--- src/rtl/hol_pkg.sv ---
package hol_pkg;
  typedef enum logic {
    PH_IDLE = 1'b0,
    PH_ASK  = 1'b1
  } hol_phase_e;
endpackage

--- src/rtl/hol_slot_timer.sv ---
module hol_slot_timer #(
  parameter int SLOT_CYC = 8,
  parameter int WIN_CYC  = 3
) (
  input  logic clk,
  input  logic rst,
  output logic slot_start,
  output logic win_on,
  output logic win_last
);
  localparam int CNT_W = (SLOT_CYC > 1) ? $clog2(SLOT_CYC) : 1;
  localparam logic [CNT_W-1:0] LAST_POS = CNT_W'(SLOT_CYC - 1);
  localparam logic [CNT_W-1:0] WIN_END  = CNT_W'(WIN_CYC);
  localparam logic [CNT_W-1:0] WIN_BEG  = CNT_W'(1);

  logic [CNT_W-1:0] pos_q;

  always_ff @(posedge clk) begin
    if (rst)                   pos_q <= '0;
    else if (pos_q == LAST_POS) pos_q <= '0;
    else                       pos_q <= pos_q + WIN_BEG;
  end

  assign slot_start = (pos_q == '0);
  assign win_on     = (pos_q >= WIN_BEG) && (pos_q <= WIN_END);
  assign win_last   = (pos_q == WIN_END);

  // slot boundaries are isolated single cycles
  assert_slot_period_R5: assert property (@(posedge clk) disable iff (rst)
    slot_start |=> !slot_start);
endmodule

--- src/rtl/hol_req_window.sv ---
module hol_req_window
  import hol_pkg::*;
#(
  parameter int N_OUT = 4
) (
  input  logic             clk,
  input  logic             rst,
  input  logic             start,
  input  logic [N_OUT-1:0] map,
  input  logic             win_on,
  input  logic             win_last,
  input  logic [N_OUT-1:0] nack_i,
  output logic [N_OUT-1:0] req_o,
  output logic             nack_hit,
  output logic             clear
);
  hol_phase_e       phase_q;
  logic [N_OUT-1:0] req_q;
  logic             seen_q;
  logic             asking;
  logic             cur_hit;

  assign asking   = (phase_q == PH_ASK) && win_on;
  assign cur_hit  = asking && (|(nack_i & req_q));
  assign nack_hit = seen_q | cur_hit;
  assign clear    = asking && win_last && !nack_hit;
  assign req_o    = asking ? req_q : '0;

  always_ff @(posedge clk) begin
    if (rst) begin
      phase_q <= PH_IDLE;
      req_q   <= '0;
      seen_q  <= 1'b0;
    end else if (start) begin
      phase_q <= PH_ASK;
      req_q   <= map;
      seen_q  <= 1'b0;
    end else if (asking) begin
      seen_q <= nack_hit;
      if (win_last) phase_q <= PH_IDLE;
    end
  end

  // the request pattern does not change inside one window
  assert_req_steady_R2: assert property (@(posedge clk) disable iff (rst)
    (asking && $past(asking) && !$past(win_last)) |-> $stable(req_o));
endmodule

--- src/rtl/hol_launch_stage.sv ---
module hol_launch_stage #(
  parameter int N_OUT  = 4,
  parameter int DATA_W = 16
) (
  input  logic              clk,
  input  logic              rst,
  input  logic              go,
  input  logic              drop,
  input  logic [N_OUT-1:0]  map,
  input  logic [DATA_W-1:0] data,
  output logic [N_OUT-1:0]  launch_o,
  output logic [DATA_W-1:0] cell_o,
  output logic              err_o
);
  always_ff @(posedge clk) begin
    if (rst) begin
      launch_o <= '0;
      cell_o   <= '0;
      err_o    <= 1'b0;
    end else begin
      launch_o <= go ? map : '0;
      err_o    <= drop;
      if (go) cell_o <= data;
    end
  end

  // a launch strobe lasts a single cycle
  assert_launch_pulse_R6: assert property (@(posedge clk) disable iff (rst)
    (|launch_o) |=> (launch_o == '0));
endmodule

--- src/rtl/hol_mcast_launch.sv ---
module hol_mcast_launch #(
  parameter int N_OUT    = 4,
  parameter int DATA_W   = 16,
  parameter int WIN_CYC  = 3,
  parameter int SLOT_CYC = 8
) (
  input  logic              clk,
  input  logic              rst,
  input  logic              hd_valid,
  output logic              hd_ready,
  input  logic [N_OUT-1:0]  hd_map,
  input  logic [DATA_W-1:0] hd_data,
  output logic [N_OUT-1:0]  req_o,
  input  logic [N_OUT-1:0]  nack_i,
  output logic [N_OUT-1:0]  launch_o,
  output logic [DATA_W-1:0] cell_o,
  output logic              err_o
);
  logic slot_start, win_on, win_last;
  logic start, drop, clear, nack_hit;

  hol_slot_timer #(.SLOT_CYC(SLOT_CYC), .WIN_CYC(WIN_CYC)) u_timer (
    .clk(clk), .rst(rst), .slot_start(slot_start),
    .win_on(win_on), .win_last(win_last)
  );

  assign start = slot_start && hd_valid && (|hd_map);
  assign drop  = slot_start && hd_valid && (hd_map == '0);

  hol_req_window #(.N_OUT(N_OUT)) u_req (
    .clk(clk), .rst(rst), .start(start), .map(hd_map),
    .win_on(win_on), .win_last(win_last), .nack_i(nack_i),
    .req_o(req_o), .nack_hit(nack_hit), .clear(clear)
  );

  hol_launch_stage #(.N_OUT(N_OUT), .DATA_W(DATA_W)) u_launch (
    .clk(clk), .rst(rst), .go(clear), .drop(drop), .map(req_o),
    .data(hd_data), .launch_o(launch_o), .cell_o(cell_o), .err_o(err_o)
  );

  assign hd_ready = drop || clear;

  assert_pop_needs_valid_R7: assert property (@(posedge clk) disable iff (rst)
    hd_ready |-> hd_valid);
  assert_single_pop_R7: assert property (@(posedge clk) disable iff (rst)
    hd_ready |=> !hd_ready);
  assert_launch_matches_req_R12: assert property (@(posedge clk) disable iff (rst)
    (|launch_o) |-> (launch_o == $past(req_o)));
  assert_no_launch_after_nack_R4: assert property (@(posedge clk) disable iff (rst)
    (|launch_o) |-> !$past(nack_hit));
  assert_err_quiet_R10: assert property (@(posedge clk) disable iff (rst)
    err_o |-> (req_o == '0 && launch_o == '0));
  assert_no_req_at_start_R2: assert property (@(posedge clk) disable iff (rst)
    slot_start |-> (req_o == '0));
endmodule

--- config.mk ---
export PLATFORM = sky130hd
export DESIGN_NAME = hol_mcast_launch
export DESIGN_NICKNAME = d
export VERILOG_FILES = /design/src/rtl/hol_pkg.sv /design/src/rtl/hol_slot_timer.sv /design/src/rtl/hol_req_window.sv /design/src/rtl/hol_launch_stage.sv /design/src/rtl/hol_mcast_launch.sv
export SDC_FILE = /design/constraint.sdc
export NUM_CORES = 1
export LEC_CHECK = 0
export BUFFER_PORTS_ARGS = -buffer_cell sky130_fd_sc_hd__buf_2
export CAP_MARGIN = 20
export CORE_ASPECT_RATIO = 2
export CORE_UTILIZATION = 40
export CTS_CLUSTER_DIAMETER = 30
export DETAILED_ROUTE_END_ITERATION = 10
export HOLD_SLACK_MARGIN = 0.02
export PLACE_DENSITY = 0.7
export SLEW_MARGIN = 10
export SYNTH_ARGS = -nofsm -noshare
export SYNTH_HDL_FRONTEND = slang
export SYNTH_SLANG_ARGS = --single-unit
--- constraint.sdc ---
create_clock -name clk -period 1.45 [get_ports clk]
set_input_delay 0.145 -clock clk [delete_from_list [all_inputs] [get_ports clk]]
set_output_delay 0.145 -clock clk [all_outputs]
set_load 0.05 [all_outputs]
# [Word-level counts from Yosys, hierarchy flattened]
# Cells that the tools add are included.
[classes] addsub=1 n_lt_le_gt_ge=2 n_eq_ne=2 muxes=4 n_bitwise=3 n_reduce_logical=20
[op_table] op="logical AND 1 bit" count=8
[op_table] op="OR reduction 4 bit" count=2
[op_table] op="OR reduction 2 bit" count=3
[op_table] op="bitwise AND 4 bit" count=1
[op_table] op="logical NOT 4 bit" count=1
[op_table] op="two-way mux 4 bit" count=1
[op_table] op="nonzero test 2 bit" count=2
[op_table] op="adder 3 x 1 -> 3 bit (second input constant)" count=1
[op_table] op="== test 3 x 2 -> 1 bit (second input constant)" count=1
[op_table] op="== test 3 bit (second input constant)" count=1
[op_table] op="greater-or-equal comparator 3 x 1 -> 1 bit (second input constant)" count=1
[op_table] op="less-or-equal comparator 3 x 2 -> 1 bit (second input constant)" count=1
[op_table] op="logical NOT 3 bit" count=1
[op_table] op="two-way mux 1 bit" count=3
[op_table] op="AND reduction 2 bit" count=1
[op_table] op="logical NOT 1 bit" count=1
[op_table] op="logical OR 1 bit" count=1
[op_table] op="inverter 1 bit" count=1
[op_table] op="bitwise OR 1 bit" count=1
[totals] ff_bits=30 inputBits=27 out_inout_bits=26 word_cells=39

# [Longest topological paths before layout]
# Gate-level depths: netlist of the first run.
[depth] word_depth=9 ltp_mapped=6 mapped_depth_nobuf=5

# [Cells and area by module]
# From an unflattened synthesis of the first run, not the netlist that was laid out.
[hier_totals] hier_cells=117 area_unflattened_um2=1224.9
[modules_own_cells] module="hol_launch_stage" n_inst=1 cells_per_inst=63 area_each_um2=721.9 seq_area_each_um2=420.4
[modules_own_cells] module="hol_req_window" n_inst=1 cells_per_inst=32 area_each_um2=284.0 seq_area_each_um2=120.1
[modules_own_cells] module="hol_slot_timer" n_inst=1 cells_per_inst=17 area_each_um2=175.2 seq_area_each_um2=60.1
[modules_own_cells] module="hol_mcast_launch" n_inst=1 cells_per_inst=5 area_each_um2=43.8 seq_area_each_um2=0.0

# [Worst setup path before layout of the first run]
# OpenSTA, ideal clock, no wires.
[synth_path] kind="reg-to-output" start="reg u_timer.pos_q[1]" end="out hd_ready" arrival_time_ps=1653 required_time_ps=1305 slack_ps=-348 path_stages_with_launch=7 path_buffers=1 path_cell_list="dfxtp_1 ha_1 ha_1 o31ai_2 nor4_4 buf_6 o21bai_1"
[synth_via] elab_chain_cells=8 elab_cells_between_ends=14 cone_classes="order compare: 2; eq/ne: 1; bitwise: 1; reduce/logical: 10"
[synth_lines] item="from (decl)" line_no="hol_slot_timer.sv:16" source="logic [CNT_W-1:0] pos_q;"
[synth_lines] item="from (signal assigned)" line_no="hol_slot_timer.sv:21" source="else pos_q <= pos_q + WIN_BEG;"
[synth_lines] item="greater-or-equal comparator 3 x 1 -> 1 bit or less-or-equal comparator 3 x 2 -> 1 bit (tied branches)" line_no="hol_slot_timer.sv:25" source="assign win_on = (pos_q >= WIN_BEG) && (pos_q <= WIN_END);"
[synth_lines] item="logical AND 1 bit" line_no="hol_slot_timer.sv:25"
[synth_lines] item="logical AND 1 bit" line_no="hol_req_window.sv:23" source="assign asking = (phase_q == PH_ASK) && win_on;"
[synth_lines] item="logical AND 1 bit" line_no="hol_req_window.sv:24" source="assign cur_hit = asking && (|(nack_i & req_q));"
[synth_lines] item="bitwise OR 1 bit" line_no="hol_req_window.sv:25" source="assign nack_hit = seen_q | cur_hit;"
[synth_lines] item="logical NOT 1 bit" line_no="hol_req_window.sv:26" source="assign clear = asking && win_last && !nack_hit;"
[synth_lines] item="logical AND 1 bit" line_no="hol_req_window.sv:26"
[synth_lines] item="logical OR 1 bit *" line_no="hol_mcast_launch.sv:41" source="assign hd_ready = drop || clear;"
[synth_lines] item="to (decl)" line_no="hol_mcast_launch.sv:10" source="output logic hd_ready,"
# Every way passes the cells marked *; elsewhere a longest branch is shown, timed or not.

# [Worst setup path in the final report of the first run]
[layout_path] start="reg u_timer.pos_q[0]" end="out hd_ready"
# Same word-level chain as after synthesis.

==> metrics.txt, run 1 <==
run status=finished with violations; failing checks=negative setup slack; Slew HR=77.8%; Bufs on Longest Clock Path=2; Distinct cells, synth=26; clock skew=0.00807 ns; slowest CP cell=dfxtp_4; final period utilization=120%; Syn Area/Cell=10.7 um2; Avg WL per Cell=14.6 um; end of the worst hold path=u_req.req_q[1]; CP Cell Sequence=ha_4 -> ha_4 -> o31ai_4 -> nor4_4 -> o21bai_4 -> buf_6; total power=0.00182 W; worst r2r src=u_timer.pos_q[0]; worst-path maximum fanout=4; post-route ant nets=0; WL final=3390 um; Worst path top cell family by delay=flip-flops; commonest non-fill, non-tap cell in the layout=buf_2; CTS tree=yes; Max-cap violations=0; initial antenna violation count=0; DRT iter0 DRCs=20; leakage=0.937 nW; Peak VDD IR=0.675 mV; register area=608 um2; HP Class=input port to flip-flop; area of the multi-input gates=773 um2; R2R Path End=u_launch.cell_o[11]; number of global-route vias before repair=1182; part of the Yosys area used for sequential elements=44.4%; hold wc startpoint=hd_map[1]; routability cong.=0.757; CTS buffer count=5; Max Slew Vio Count=0; Die Span X=43.1 um; drt via density=4.99; CORE AREA=3190 um2; final period demand of the worst path=1.74 ns; die area=3630 um2; die height=84.3 um; final hold viol count=0; fin nets=232; # setup viols final=25; cts hold-fix bufs=0; Port Buffers=52; CTS clk-pin slew, worst paths=0.06 ns; crit-path most repeated cell=ha_4; Post-Syn Nets=158; antenna fix cells=0; CP startpoint kind=flip-flop; first-pass GRT wire length=5250 um; Seq cells post-synth=30; area delta synth->final=51.8%; Cells after Synth=126; Pwr Density=888 nW/um2; Pre-antenna DRT Iters=3; Min Hold Slack=0.0929 ns; crit path kind=flip-flop to output port; post-place setup slack=-0.232 ns; clk sinks=30; root buffer cell=clkbuf_8; CP arrival=1.60 ns; # DRC=0; Critical Path RT=1.31 ns; fill cell count=261; Total GRT Usage=19.3%; CTS H-tree depth=2; RSZ-0062 raised after global routing=yes; Achievable Freq=0.574 GHz; Remaining Overflow, GRT=0; Slew @ Worst Pin=0.332 ns; Top Ports=53; vias after detailed routing=1158; Register-to-Register Path Depth=9; Hold Path Stages=2; Synth Cell Area=1350 um2; final setup TNS=-5.22 ns; crit path buf inv count=1; largest net degree at the start of global routing=24; initial core utilization=42.4%; reg-to-reg slack, setup=-0.28 ns; Final WS setup=-0.291 ns; Rows=29; DP HPWL=2130 um; Worst Setup End Kind=output port; layout cells sized above 1=48.8%; CP max stage delay=0.38 ns; yosys warns=0; most frequent cells in the layout=47 x buf_2, 33 x nand2b_1, 28 x dfxtp_1; clk_lat worst skew=0.28 ns
[cells by family after synthesis]
kind of cell / synth area share (%)
AO/OA/AOI/OAI: 9.43
adder cells (fa/ha/maj): 4.62
buffers and inverters: 3.60
flip-flops: 44.4
multiplexers: 11.8
AND/OR/NAND/NOR: 26.2
[power by group]
group          switching [W]  internal [W]
combinational       0.000123      0.000139
clock               0.000312      0.000382
sequential         0.0000218      0.000846
total               0.000457       0.00137
[cell usage after synthesis, drive strengths merged]
cell	count	share of area [%]
nand2b	33	15
dfxtp	30	44
mux2i	16	12
a22o	6	3.9
and3b	5	3.2
ha	5	4.6
and2	4	1.9
clkbuf	4	1.1
inv	3	0.83
nor3	3	1.1
a21oi	2	1.6
buf	2	1.7
nor2	2	0.55
a22oi	1	0.55
nand3b	1	0.55
nor3b	1	0.55
nor4	1	1.6
o211a	1	0.74
o21a	1	0.55
o21bai	1	0.55
o31a	1	0.65
o31ai	1	0.92
or3	1	0.55
or4	1	0.83
[stage by stage]
| stage | instances | cell area, um2 | utilization, % |
|---|---|---|---|
| floorplan | 126 | 1410 | - |
| global placement | 214 | 1750 | 54.9 |
| detailed placement | 214 | 1750 | 54.9 |
| CTS | 231 | 2080 | 65.2 |
| global route | 232 | 2050 | 64.3 |
| finish | 232 | 2050 | 64.3 |
[routing by layer]
metal	global-route usage, %	vias to the layer above	share of wire, %
li1	-	579	-
met1	19.3	531	37
met2	34.6	38	56
met3	3.87	10	4.0
met4	11.6	0	2.9
met5	0	-	0
[flip-flops by register name (all words and copies together) (netlist names)]
name,flops
u_req.req_q,4
u_launch.err_o,1
u_timer.pos_q,3
u_launch.launch_o,4
u_req.seen_q,1
u_launch.cell_o,16
u_req.phase_q,1
[final cells by class]
type	count	area share, %
clock buffers	7	4.20
clock inverters	1	0.244
inverters	3	0.670
multi-input cells	87	37.6
flip-flops and latches	30	29.6
well taps	31	1.89
repair buffers	73	25.8
[worst max path at each step]
| stage | from | end | slack, ns | cells past startpoint |
|---|---|---|---|---|
| floorplan | u_timer.pos_q[1] | hd_ready | -0.09 | 6 |
| global placement | u_timer.pos_q[0] | u_launch.cell_o[13] | -0.12 | 6 |
| detailed placement | u_timer.pos_q[0] | u_launch.cell_o[1] | -0.23 | 6 |
| CTS | u_timer.pos_q[0] | hd_ready | -0.27 | 6 |
| global route | u_timer.pos_q[0] | u_launch.cell_o[6] | -0.36 | 9 |
| finish | u_timer.pos_q[0] | hd_ready | -0.29 | 6 |
[repair_timing]
| action | 4_1_cts | 5_1_grt |
|---|---|---|
| setup buffers | 6 | 4 |
| gates cloned | 3 | 0 |
| pin swaps | 7 | 3 |
| endpoints found under the hold margin | 0 | 0 |
| gates resized for setup | 29 | 4 |
| setup endpoints to repair | 25 | 30 |
(Power assumes the default switching activity.)
==> run 2: changes to the inputs <==
--- a/config.mk
+++ b/config.mk
@@ -12,7 +12,7 @@
 export CTS_CLUSTER_DIAMETER = 30
 export DETAILED_ROUTE_END_ITERATION = 10
 export HOLD_SLACK_MARGIN = 0.02
-export PLACE_DENSITY = 0.7
+export PLACE_DENSITY = 0.68
 export SLEW_MARGIN = 10
 export SYNTH_ARGS = -nofsm -noshare
 export SYNTH_HDL_FRONTEND = slang
==> constraint.sdc (replaced) <==
create_clock -name clk -period 1.63 [get_ports clk]
set_input_delay 0.163 -clock clk [delete_from_list [all_inputs] [get_ports clk]]
set_output_delay 0.163 -clock clk [all_outputs]
set_load 0.05 [all_outputs]
==> run 2 against run 1 <==
  * The flow still finishes with violations (negative setup slack)
  * Clock power down 15%
  * Via count down 3.8%
  * Critical endpoint is now req_o[1]
  * Global-route usage down 1.6 points
  * Sequential power down 10%
  * Register-to-register slack better by 0.40 ns
  * Die area unchanged
  * First-iteration DRC count up 25%
==> metrics.txt, run 2 (synthesis gave the netlist of run 1 again) <==
reg-to-reg slack, setup=0.12 ns; Register-to-Register Path Depth=7; drt via density=5.06; CTS buffer count=5; antenna fix cells=0; Reg with most FFs=u_launch.cell_o; Port Buffers=52; failing checks=negative setup slack; Avg WL per Cell=13.6 um; first-pass GRT wire length=5000 um; sw frac=23.9%; die area=3630 um2; CP Cell Sequence=inv_4 -> ha_4 -> o31a_1 -> o21a_2 -> and2_4 -> buf_8; stages on the worst setup path=6; Worst Setup End Kind=output port; CORE AREA=3190 um2; crit path kind=flip-flop to output port; Pre-antenna DRT Iters=4; RSZ-0062 raised after global routing=yes; placed instance area=1670 um2; register area=609 um2; HP Class=input port to flip-flop; Hold Path Stages=2; cts hold-fix bufs=0; WL final=2990 um; Critical Path RT=1.47 ns; final period utilization=106%; most frequent cells in the layout=47 x buf_2, 33 x nand2b_1, 27 x dfxtp_1; Max-cap violations=0; CP startpoint kind=flip-flop; Slew @ Worst Pin=0.279 ns; Total GRT Usage=17.8%; Largest register FFs=16; Min Hold Slack=0.141 ns; clk_lat worst skew=0.27 ns; clock skew=0.00486 ns; Achievable Freq=0.580 GHz; run status=finished with violations; die height=84.3 um; Rows=29; top flop regs=u_launch.cell_o (16), u_launch.launch_o (4), u_req.req_q (4); Worst path top cell family by delay=compound AO/OA/AOI/OAI gates; sequential group share of total power=49.2%; Die Span X=43.1 um; number of global-route vias before repair=1162; post-route ant nets=0; worst-path maximum fanout=5; routability cong.=0.752; Peak VDD IR=0.625 mV; leakage=0.865 nW; DRT iter0 DRCs=25; Remaining Overflow, GRT=0; clk sinks=30; crit path buf inv count=2; CTS tree=yes; Pint=0.00120 W; commonest non-fill, non-tap cell in the layout=buf_2; Comb pwr share=13.4%; slowest CP cell=dfxtp_4; final hold viol count=0; Top Ports=53; sw power=0.000378 W; Max Slew Vio Count=0; DP HPWL=2280 um; layout cells sized above 1=45.5%; Final WS setup=-0.0948 ns; # setup viols final=5; initial antenna violation count=0; CTS clk-pin slew, worst paths=0.06 ns; CTS H-tree depth=2; Pwr Density=826 nW/um2; Clock Power Share=37.4%; CP arrival=1.56 ns; fill cell count=276; root buffer cell=clkbuf_8; vias after detailed routing=1114; fin nets=220; initial core utilization=42.4%; final period demand of the worst path=1.72 ns; Finished Cell Area=1910 um2; Bufs on Longest Clock Path=2; area delta synth->final=41.2%; Slew HR=81.4%; CP max stage delay=0.38 ns; largest net degree at the start of global routing=19; area of the multi-input gates=772 um2; # DRC=0
[run 2: area by class of cell]
| cell class | count | share of cell area, % |
|---|---|---|
| inverter | 3 | 0.720 |
| clock inverter | 1 | 0.262 |
| clock buffer | 7 | 4.52 |
| timing repair buffer | 61 | 20.2 |
| tap | 31 | 2.03 |
| sequential | 30 | 31.9 |
| multi-input combinational | 87 | 40.4 |
[run 2: final timing paths]
path | start | endpoint
hold / removal | hd_map[0] | u_req.req_q[0]
setup / recovery | u_timer.pos_q[1] | req_o[1]
setup reg to reg | u_timer.pos_q[0] | u_launch.cell_o[2]
hold reg to reg | u_launch.cell_o[3] | u_launch.cell_o[3]
[run 2: worst register-to-register path: cells and delay by family (launching register included)]
kind            cells  cell delay (ns)
flops               1             0.38
buf+inv             2             0.31
fa+ha+maj           2             0.30
mux                 1             0.20
simple gates        1             0.17
compound gates      1             0.08
[run 2: through the flow]
| step | power, W | cells | worst slack (ns) | util, % | setup TNS [ns] |
|---|---|---|---|---|---|
| 2_1_floorplan | 0.000897 | 126 | 0.0372 | - | 0 |
| 3_3_place_gp | 0.000958 | 209 | 0.0426 | 52.4 | 0 |
| 3_5_place_dp | 0.000970 | 209 | -0.0888 | 52.4 | -0.920 |
| 4_1_cts | 0.00160 | 219 | -0.138 | 59.1 | -0.492 |
| 5_1_grt | 0.00166 | 220 | -0.157 | 59.9 | -0.716 |
| 6_report | 0.00158 | 220 | -0.0948 | 59.9 | -0.376 |
[run 2: timing repair]
| item | CTS | global route |
|---|---|---|
| endpoints found under the setup margin | 18 | 21 |
| pin swaps | 4 | 3 |
| resized for setup | 31 | 5 |
| buffers inserted | 2 | 1 |
[run 2: power by group through the flow]
stage	registers (W)	logic [W]	clock network [W]
4_1_cts	0.000775	0.000205	0.000620
6_report	0.000777	0.000212	0.000591
5_1_grt	0.000778	0.000233	0.000647
3_5_place_dp	0.000787	0.000183	0
2_1_floorplan	0.000791	0.000106	0
3_3_place_gp	0.000785	0.000173	0
[run 2: routing by layer]
metal / wire length [um] / global-route usage [%]
met1: 1010 / 16.9
met4: 13 / 5.79
met3: 152 / 4.52
met2: 1820 / 34.5
met5: 0 / 0
==> run 3: changes to the inputs <==
--- a/config.mk
+++ b/config.mk
@@ -5,7 +5,7 @@
 export SDC_FILE = /design/constraint.sdc
 export NUM_CORES = 1
 export LEC_CHECK = 0
-export BUFFER_PORTS_ARGS = -buffer_cell sky130_fd_sc_hd__buf_2
+export BUFFER_PORTS_ARGS = -buffer_cell sky130_fd_sc_hd__buf_4
 export CAP_MARGIN = 20
 export CORE_ASPECT_RATIO = 2
 export CORE_UTILIZATION = 40
@@ -13,6 +13,7 @@
 export DETAILED_ROUTE_END_ITERATION = 10
 export HOLD_SLACK_MARGIN = 0.02
 export PLACE_DENSITY = 0.68
+export SETUP_SLACK_MARGIN = 0.2
 export SLEW_MARGIN = 10
 export SYNTH_ARGS = -nofsm -noshare
 export SYNTH_HDL_FRONTEND = slang
==> run 3 against run 2 <==
  * The run still ends with negative setup slack left
  * Register-to-register slack got worse by 0.14 ns
  * Critical path depth did not move
  * Final area rose by 9.7%
  * Highest routed layer unchanged
  * Cell count rose by 0.91%
  * Worst hold slack got worse by 0.024 ns
  * Setup slack barely moved
  * Sequential share of layout area fell by 2.9 points
==> metrics.txt, run 3 (synthesis gave the netlist of run 1 again) <==
run status=finished with violations; failing checks=negative setup slack; DRT iter0 DRCs=11; Top Ports=53; reg-to-reg slack, setup=-0.02 ns; placed instance area=1830 um2; CP startpoint kind=flip-flop; crit-path most repeated cell=ha_4; layout cells sized above 1=47.6%; largest net degree at the start of global routing=44; Hold Path Stages=2; Final WS setup=-0.0950 ns; # DRC=0; CP Cell Sequence=ha_4 -> ha_4 -> o31ai_4 -> nor4_4 -> o21bai_4 -> buf_6; CTS tree=yes; Slew @ Worst Pin=0.348 ns; Remaining Overflow, GRT=0; CORE AREA=3190 um2; clock skew=0.00440 ns; Pwr Density=764 nW/um2; Port Buffers=52; CTS buffer count=5; vias after detailed routing=1161; Achievable Freq=0.580 GHz; Peak VDD IR=0.646 mV; Rows=29; top flop regs=u_launch.cell_o (16), u_launch.launch_o (4), u_req.req_q (4); commonest non-fill, non-tap cell in the layout=buf_4; first-pass GRT wire length=5330 um; die area=3630 um2; worst r2r src=u_timer.pos_q[0]; CP arrival=1.56 ns; CP max stage delay=0.39 ns; RSZ-0062 raised after global routing=yes; Reg with most FFs=u_launch.cell_o; root buffer cell=clkbuf_8; hold wc startpoint=hd_map[3]; post-route ant nets=0; fin nets=224; die height=84.3 um; clk sinks=30; cts hold-fix bufs=0; routability cong.=0.814; final period utilization=106%; initial core utilization=42.4%; Cell Count, Final, Fillers Out=222; number of global-route vias before repair=1235; Max-cap violations=0; CTS H-tree depth=2; slowest CP cell=dfxtp_4; area delta synth->final=54.9%; R2R Path End=u_launch.cell_o[12]; Bufs on Longest Clock Path=2; Critical Path RT=1.47 ns; most frequent cells in the layout=56 x buf_4, 33 x nand2b_1, 28 x dfxtp_1; clk_lat worst skew=0.28 ns; final hold viol count=0; Pre-antenna DRT Iters=4; placed cells=206; worst-path maximum fanout=4; Register-to-Register Path Depth=8; end of the worst hold path=u_req.req_q[3]; crit path kind=flip-flop to output port; CTS clk-pin slew, worst paths=0.06 ns; HP Class=input port to flip-flop; antenna fix cells=0; DP HPWL=2280 um; post-place setup slack=-0.0253 ns; initial antenna violation count=0; Largest register FFs=16; Total GRT Usage=19.5%; Die Span X=43.1 um; Avg WL per Cell=14.9 um; Max Slew Vio Count=0; Finished Cell Area=2100 um2; Worst Setup End Kind=output port; # setup viols final=6; WL final=3310 um; total power=0.00160 W; leakage=0.911 nW; fill cell count=271; final period demand of the worst path=1.72 ns; Slew HR=76.8%; drt via density=5.23
-- run 3: final cells by class --
class	instances	area, um2	area share (%)
repair buffers	65	569	27.1
multi-input cells	87	785	37.4
well taps	31	38.8	1.85
clock buffers	6	82.6	3.94
flip-flops and latches	30	608	29.0
inverters	3	13.8	0.656
-- run 3: per-stage QoR --
step	hold slack, ns	TNS (ns)	utilization (%)
CTS	0.111	-0.397	64.2
global route	0.118	-1.36	65.7
detailed placement	0.396	-0.147	57.3
global placement	0.395	0	57.3
floorplan	0.296	0	-
finish	0.117	-0.410	65.7
-- run 3: critical path: cells and delay by family (launching register included) --
kind | cells | cell delay (ns)
flops | 1 | 0.39
simple gates | 1 | 0.18
compound gates | 2 | 0.25
fa+ha+maj | 2 | 0.30
buf+inv | 1 | 0.17
-- run 3: where the power goes --
group | internal (W) | switching, W | total, W | leakage [nW]
logic | 0.000137 | 0.000107 | 0.000244 | 0.623
registers | 0.000753 | 0.0000230 | 0.000776 | 0.244
clock network | 0.000325 | 0.000258 | 0.000583 | 0.0431
total | 0.00121 | 0.000388 | 0.00160 | 0.911
-- run 3: what timing repair did --
item / in CTS / in global routing
endpoints found under the setup margin: 26 / 30
resized for setup: 19 / 7
pin swaps: 4 / 8
buffers inserted: 6 / 3
hold endpoints to repair: 0 / 0
gates cloned: 1 / 0
-- run 3: worst max-delay path by stage --
stage,slack (ns),cells after the start,to,startpoint
2_1_floorplan,0.07,6,hd_ready,u_timer.pos_q[1]
3_3_place_gp,0.07,6,u_launch.cell_o[5],u_timer.pos_q[1]
3_5_place_dp,-0.03,6,u_launch.cell_o[1],u_timer.pos_q[1]
4_1_cts,-0.09,6,hd_ready,u_timer.pos_q[0]
5_1_grt,-0.16,6,hd_ready,u_timer.pos_q[0]
6_report,-0.09,6,hd_ready,u_timer.pos_q[0]
-- run 3: per-layer routing --
layer  global-route usage, %  vias up  routed length, um
met5                       0        -                  0
met4                    13.5        0                100
met3                    4.30        8                152
met2                    34.7       42               1900
met1                    18.4      554               1160
li1                        -      557                  -
